### config.mk
export PLATFORM = sky130hd
export DESIGN_NAME = csel_adder
export DESIGN_NICKNAME = d
export VERILOG_FILES = /design/src/rtl/csel_adder_pkg.sv /design/src/rtl/csel_bit_terms.sv /design/src/rtl/csel_slice_cand.sv /design/src/rtl/csel_slice_sum.sv /design/src/rtl/csel_adder.sv
export SDC_FILE = /design/constraint.sdc
export NUM_CORES = 1
export LEC_CHECK = 0
export CELL_PAD_IN_SITES_DETAIL_PLACEMENT = 0
export CELL_PAD_IN_SITES_GLOBAL_PLACEMENT = 1
export CORE_MARGIN = 1.5
export CORE_UTILIZATION = 28
export DETAILED_ROUTE_END_ITERATION = 8
export PLACE_DENSITY_LB_ADDON = 0.1
export SYNTH_ARGS = -nofsm -noshare
export SYNTH_HDL_FRONTEND = slang
export SYNTH_HIERARCHICAL = 1
export SYNTH_SLANG_ARGS = --single-unit
### constraint.sdc
create_clock -name vclk -period 2.4
set_input_delay 0.48 -clock vclk [all_inputs]
set_output_delay 0.48 -clock vclk [all_outputs]
set_load 0.02 [all_outputs]
### src/rtl/csel_adder_pkg.sv
package csel_adder_pkg;
  // Pair of candidate carries produced by one slice.
  typedef struct packed {
    logic c_one;   // carry-out assuming carry-in of 1
    logic c_zero;  // carry-out assuming carry-in of 0
  } cand_pair_t;
endpackage

### src/rtl/csel_bit_terms.sv
module csel_bit_terms (
  input  logic a_i,
  input  logic b_i,
  output logic gen_o,
  output logic tra_o,
  output logic prp_o
);
  assign gen_o = a_i & b_i;
  assign tra_o = a_i | b_i;
  assign prp_o = a_i ^ b_i;
endmodule

### src/rtl/csel_slice_cand.sv
module csel_slice_cand
  import csel_adder_pkg::*;
#(
  parameter int SLICE_W = 2
) (
  input  logic [SLICE_W-1:0] a_i,
  input  logic [SLICE_W-1:0] b_i,
  output logic [SLICE_W-1:0] gen_o,
  output logic [SLICE_W-1:0] tra_o,
  output logic [SLICE_W-1:0] prp_o,
  output cand_pair_t         cand_o
);
  for (genvar i = 0; i < SLICE_W; i++) begin : g_bit
    csel_bit_terms u_terms (
      .a_i   (a_i[i]),
      .b_i   (b_i[i]),
      .gen_o (gen_o[i]),
      .tra_o (tra_o[i]),
      .prp_o (prp_o[i])
    );
  end

  // Group generate: ripple the generates with the slice carry-in held at 0.
  logic grp_gen;
  always_comb begin
    grp_gen = 1'b0;
    for (int i = 0; i < SLICE_W; i++) begin
      grp_gen = gen_o[i] | (tra_o[i] & grp_gen);
    end
  end

  // With-carry candidate: group generate or full-slice transfer, no second chain.
  assign cand_o.c_zero = grp_gen;
  assign cand_o.c_one  = grp_gen | (&tra_o);
endmodule

### src/rtl/csel_slice_sum.sv
module csel_slice_sum #(
  parameter int SLICE_W = 2
) (
  input  logic [SLICE_W-1:0] gen_i,
  input  logic [SLICE_W-1:0] tra_i,
  input  logic [SLICE_W-1:0] prp_i,
  input  logic               cin_i,
  output logic [SLICE_W-1:0] sum_o
);
  logic [SLICE_W:0] carry;

  assign carry[0] = cin_i;
  for (genvar i = 0; i < SLICE_W; i++) begin : g_rip
    assign carry[i+1] = gen_i[i] | (tra_i[i] & carry[i]);
    assign sum_o[i]   = prp_i[i] ^ carry[i];
  end
endmodule

### src/rtl/csel_adder.sv
module csel_adder
  import csel_adder_pkg::*;
#(
  parameter int WIDTH   = 8,
  parameter int SLICE_W = 2
) (
  input  logic [WIDTH-1:0] op_a_i,
  input  logic [WIDTH-1:0] op_b_i,
  input  logic             ci_i,
  output logic [WIDTH-1:0] sum_o,
  output logic             co_o
);
  localparam int NSLICE = WIDTH / SLICE_W;

  if ((WIDTH % SLICE_W) != 0 || SLICE_W < 1) begin : g_bad_shape
    $error("csel_adder: WIDTH must be a positive multiple of SLICE_W");
  end

  logic [WIDTH-1:0]  gen_w, tra_w, prp_w;
  logic [NSLICE-1:0] cand_c0, cand_c1;
  logic [NSLICE:0]   slc_cin;   // slc_cin[k] enters slice k; slc_cin[k+1] leaves it

  assign slc_cin[0] = ci_i;

  for (genvar k = 0; k < NSLICE; k++) begin : g_slice
    cand_pair_t cand;

    csel_slice_cand #(.SLICE_W(SLICE_W)) u_cand (
      .a_i    (op_a_i[k*SLICE_W +: SLICE_W]),
      .b_i    (op_b_i[k*SLICE_W +: SLICE_W]),
      .gen_o  (gen_w[k*SLICE_W +: SLICE_W]),
      .tra_o  (tra_w[k*SLICE_W +: SLICE_W]),
      .prp_o  (prp_w[k*SLICE_W +: SLICE_W]),
      .cand_o (cand)
    );

    assign cand_c0[k] = cand.c_zero;
    assign cand_c1[k] = cand.c_one;

    // Serial selection from the bottom slice upward.
    assign slc_cin[k+1] = slc_cin[k] ? cand.c_one : cand.c_zero;

    // Deferred sum formation from the settled slice carry-in.
    csel_slice_sum #(.SLICE_W(SLICE_W)) u_sum (
      .gen_i (gen_w[k*SLICE_W +: SLICE_W]),
      .tra_i (tra_w[k*SLICE_W +: SLICE_W]),
      .prp_i (prp_w[k*SLICE_W +: SLICE_W]),
      .cin_i (slc_cin[k]),
      .sum_o (sum_o[k*SLICE_W +: SLICE_W])
    );
  end

  assign co_o = slc_cin[NSLICE];
endmodule

==> run metrics <==
endpoint class of the critical path=primary output; first-pass GRT wire length=1440 µm; clock buffer count=0; Max-Cap Viols=0; Hold Vio Cnt, Final=0; initial antenna violation count=0; GR Overflow Total=0; biggest area consumer among synthesized cells=ha_1; Post-CTS Hold Fix Bufs=0; non-filler cells, final=131; worst-margin pin slew=0.222 ns; core area=1920 µm²; Vias/cell=4.01; worst hold path type=primary input to primary output; Total Wirelength=966 µm; total track usage=8.11%; Period minus WS final=2.69 ns; top-count cell post-synth=inv_1; final-report setup violation count=5; DR iter-0 viols=1; Seq cells=0; Pwr Density=279 nW/µm²; Finished Cell Area=976 µm²; Hold Crit Depth=5; Worst VDD drop=0.119 mV; Max Freq=372 MHz; vias in the first global route=432; Post-Syn Area per Cell=7.71 µm²; placed insts=128; Port Buffers=26; register area share after synthesis=0%; post-DP HPWL=867 µm; total nets after synthesis=106; Leak=0.526 nW; DRC=0; synth top area cells=ha_1 36%, inv_1 17%, mux2_4 8.0%; Synthesis Warnings=6; final worst path period share=112%; status=finished, violations left; Die W=47.8 µm; row count=16; Final WS setup=-0.288 ns; drt wl/cell=7.37 µm; Mapped Area=563 µm²; Area after DPL=932 µm²; Die Span Y=47.8 µm; Routed Antenna Nets=0; Crit Path Category=primary input to primary output; Worst Path Required=1.92 ns; headroom to the max-slew limit=85.2%; Synth-to-Final Area Change=73.3%; maximum number of pins on one net before global-route repair=4; 1st-pass router iterations=2; ANT cells=0; vias=525; initial core utilization=29.3%; GP Congestion=0.707; Critical Path AT=2.21 ns; Final Max Slew Viols=0; Startpoint Class=primary input; Unique masters post-synth=11; failing checks=setup timing; Post-synth top cells=25 x inv_1, 16 x ha_1; sequential cell area=0 µm²; RSZ-0062 raised after global routing=true; Boundary Pins=26; Total Nets Final=139; Synth top area share=35.6%; Gate Count Post-Synth=73; share of cells above drive strength 1=41.3%; Die ar.=2290 µm²; Worst Path Max Fanout=3
[metal layers]
| metal | up-vias | track usage, % | routed length, µm |
|---|---|---|---|
| met5 | - | 0 | 0 |
| met4 | 0 | 0 | 0 |
| met3 | 0 | 0 | 42 |
| met2 | 13 | 18.1 | 559 |
| met1 | 237 | 8.59 | 364 |
| li1 | 275 | - | - |
[cells by family after synthesis]
kind of cell / synth area share [%]
adders and majority gates: 35.6
AOI/OAI and AO/OA: 15.1
xor gates and xnor gates: 12.4
and+or+nand+nor: 4.44
buffers and inverters: 22.0
muxes: 10.4
[final cells by class]
type	count	area, µm²
tap	27	33.8
inverter	25	111
timing repair buffer	35	314
fill	215	946
multi-input combinational	44	517
[power by group]
part / leakage [nW] / switching, mW / internal, mW
clock network: 0 / 0 / 0
registers: 0 / 0 / 0
logic: 0.526 / 0.124 / 0.147
total: 0.526 / 0.124 / 0.147
[timing repair]
action	CTS	global route
gates resized for setup	68	10
pin swaps	5	5
setup buffers	2	1
setup endpoints to repair	9	7
[stage by stage]
stage                     total power, mW  hold WS (ns)  setup slack, ns  setup TNS (ns)  utilization (%)
final                               0.272          1.50           -0.288          -0.929             50.8
after global routing                0.293          1.53           -0.374           -1.40             50.8
after CTS                           0.259          1.60           -0.319           -1.10             49.0
after detailed placement            0.265          2.17            -1.22           -7.33             48.5
after global placement              0.264          2.15            -1.18           -7.17             48.5
after floorplan                     0.155          1.08           -0.180          -0.434                -
[critical path, cell delays in order]
cell and delay [ns]:
buf_4 0.13, inv_8 0.05, ha_4 0.11, inv_2 0.03, a21o_1 0.14, mux2_4 0.29, mux2i_4 0.19, mux2_4 0.35
a21oi_4 0.17, xnor2_2 0.12, buf_4 0.15
[layout by cell type, fill, tap and decap left out, types with 2 or more instances in the layout]
| cell type | synthesis | layout |
|---|---|---|
| ha_2 | 0 | 2 |
| mux2_4 | 3 | 3 |
| xor2_1 | 4 | 3 |
| xnor2_1 | 4 | 3 |
| nand2b_1 | 4 | 4 |
| inv_2 | 0 | 2 |
| inv_4 | 0 | 4 |
| o21ai_1 | 4 | 3 |
| dlygate4sd2_1 | 0 | 5 |
| inv_1 | 25 | 18 |
| ha_4 | 0 | 3 |
| buf_6 | 0 | 2 |
| a21oi_2 | 4 | 3 |
| buf_8 | 0 | 2 |
| clkdlybuf4s50_1 | 0 | 9 |
| ha_1 | 16 | 11 |
| buf_4 | 4 | 14 |
| a21o_1 | 4 | 4 |
[worst paths after layout]
check	end	slack [ns]	from
worst max-delay path	sum_o[7]	-0.29	op_b_i[1]
worst min-delay path	sum_o[1]	1.50	op_a_i[1]
No activity file was read; power rests on OpenSTA's default activity.
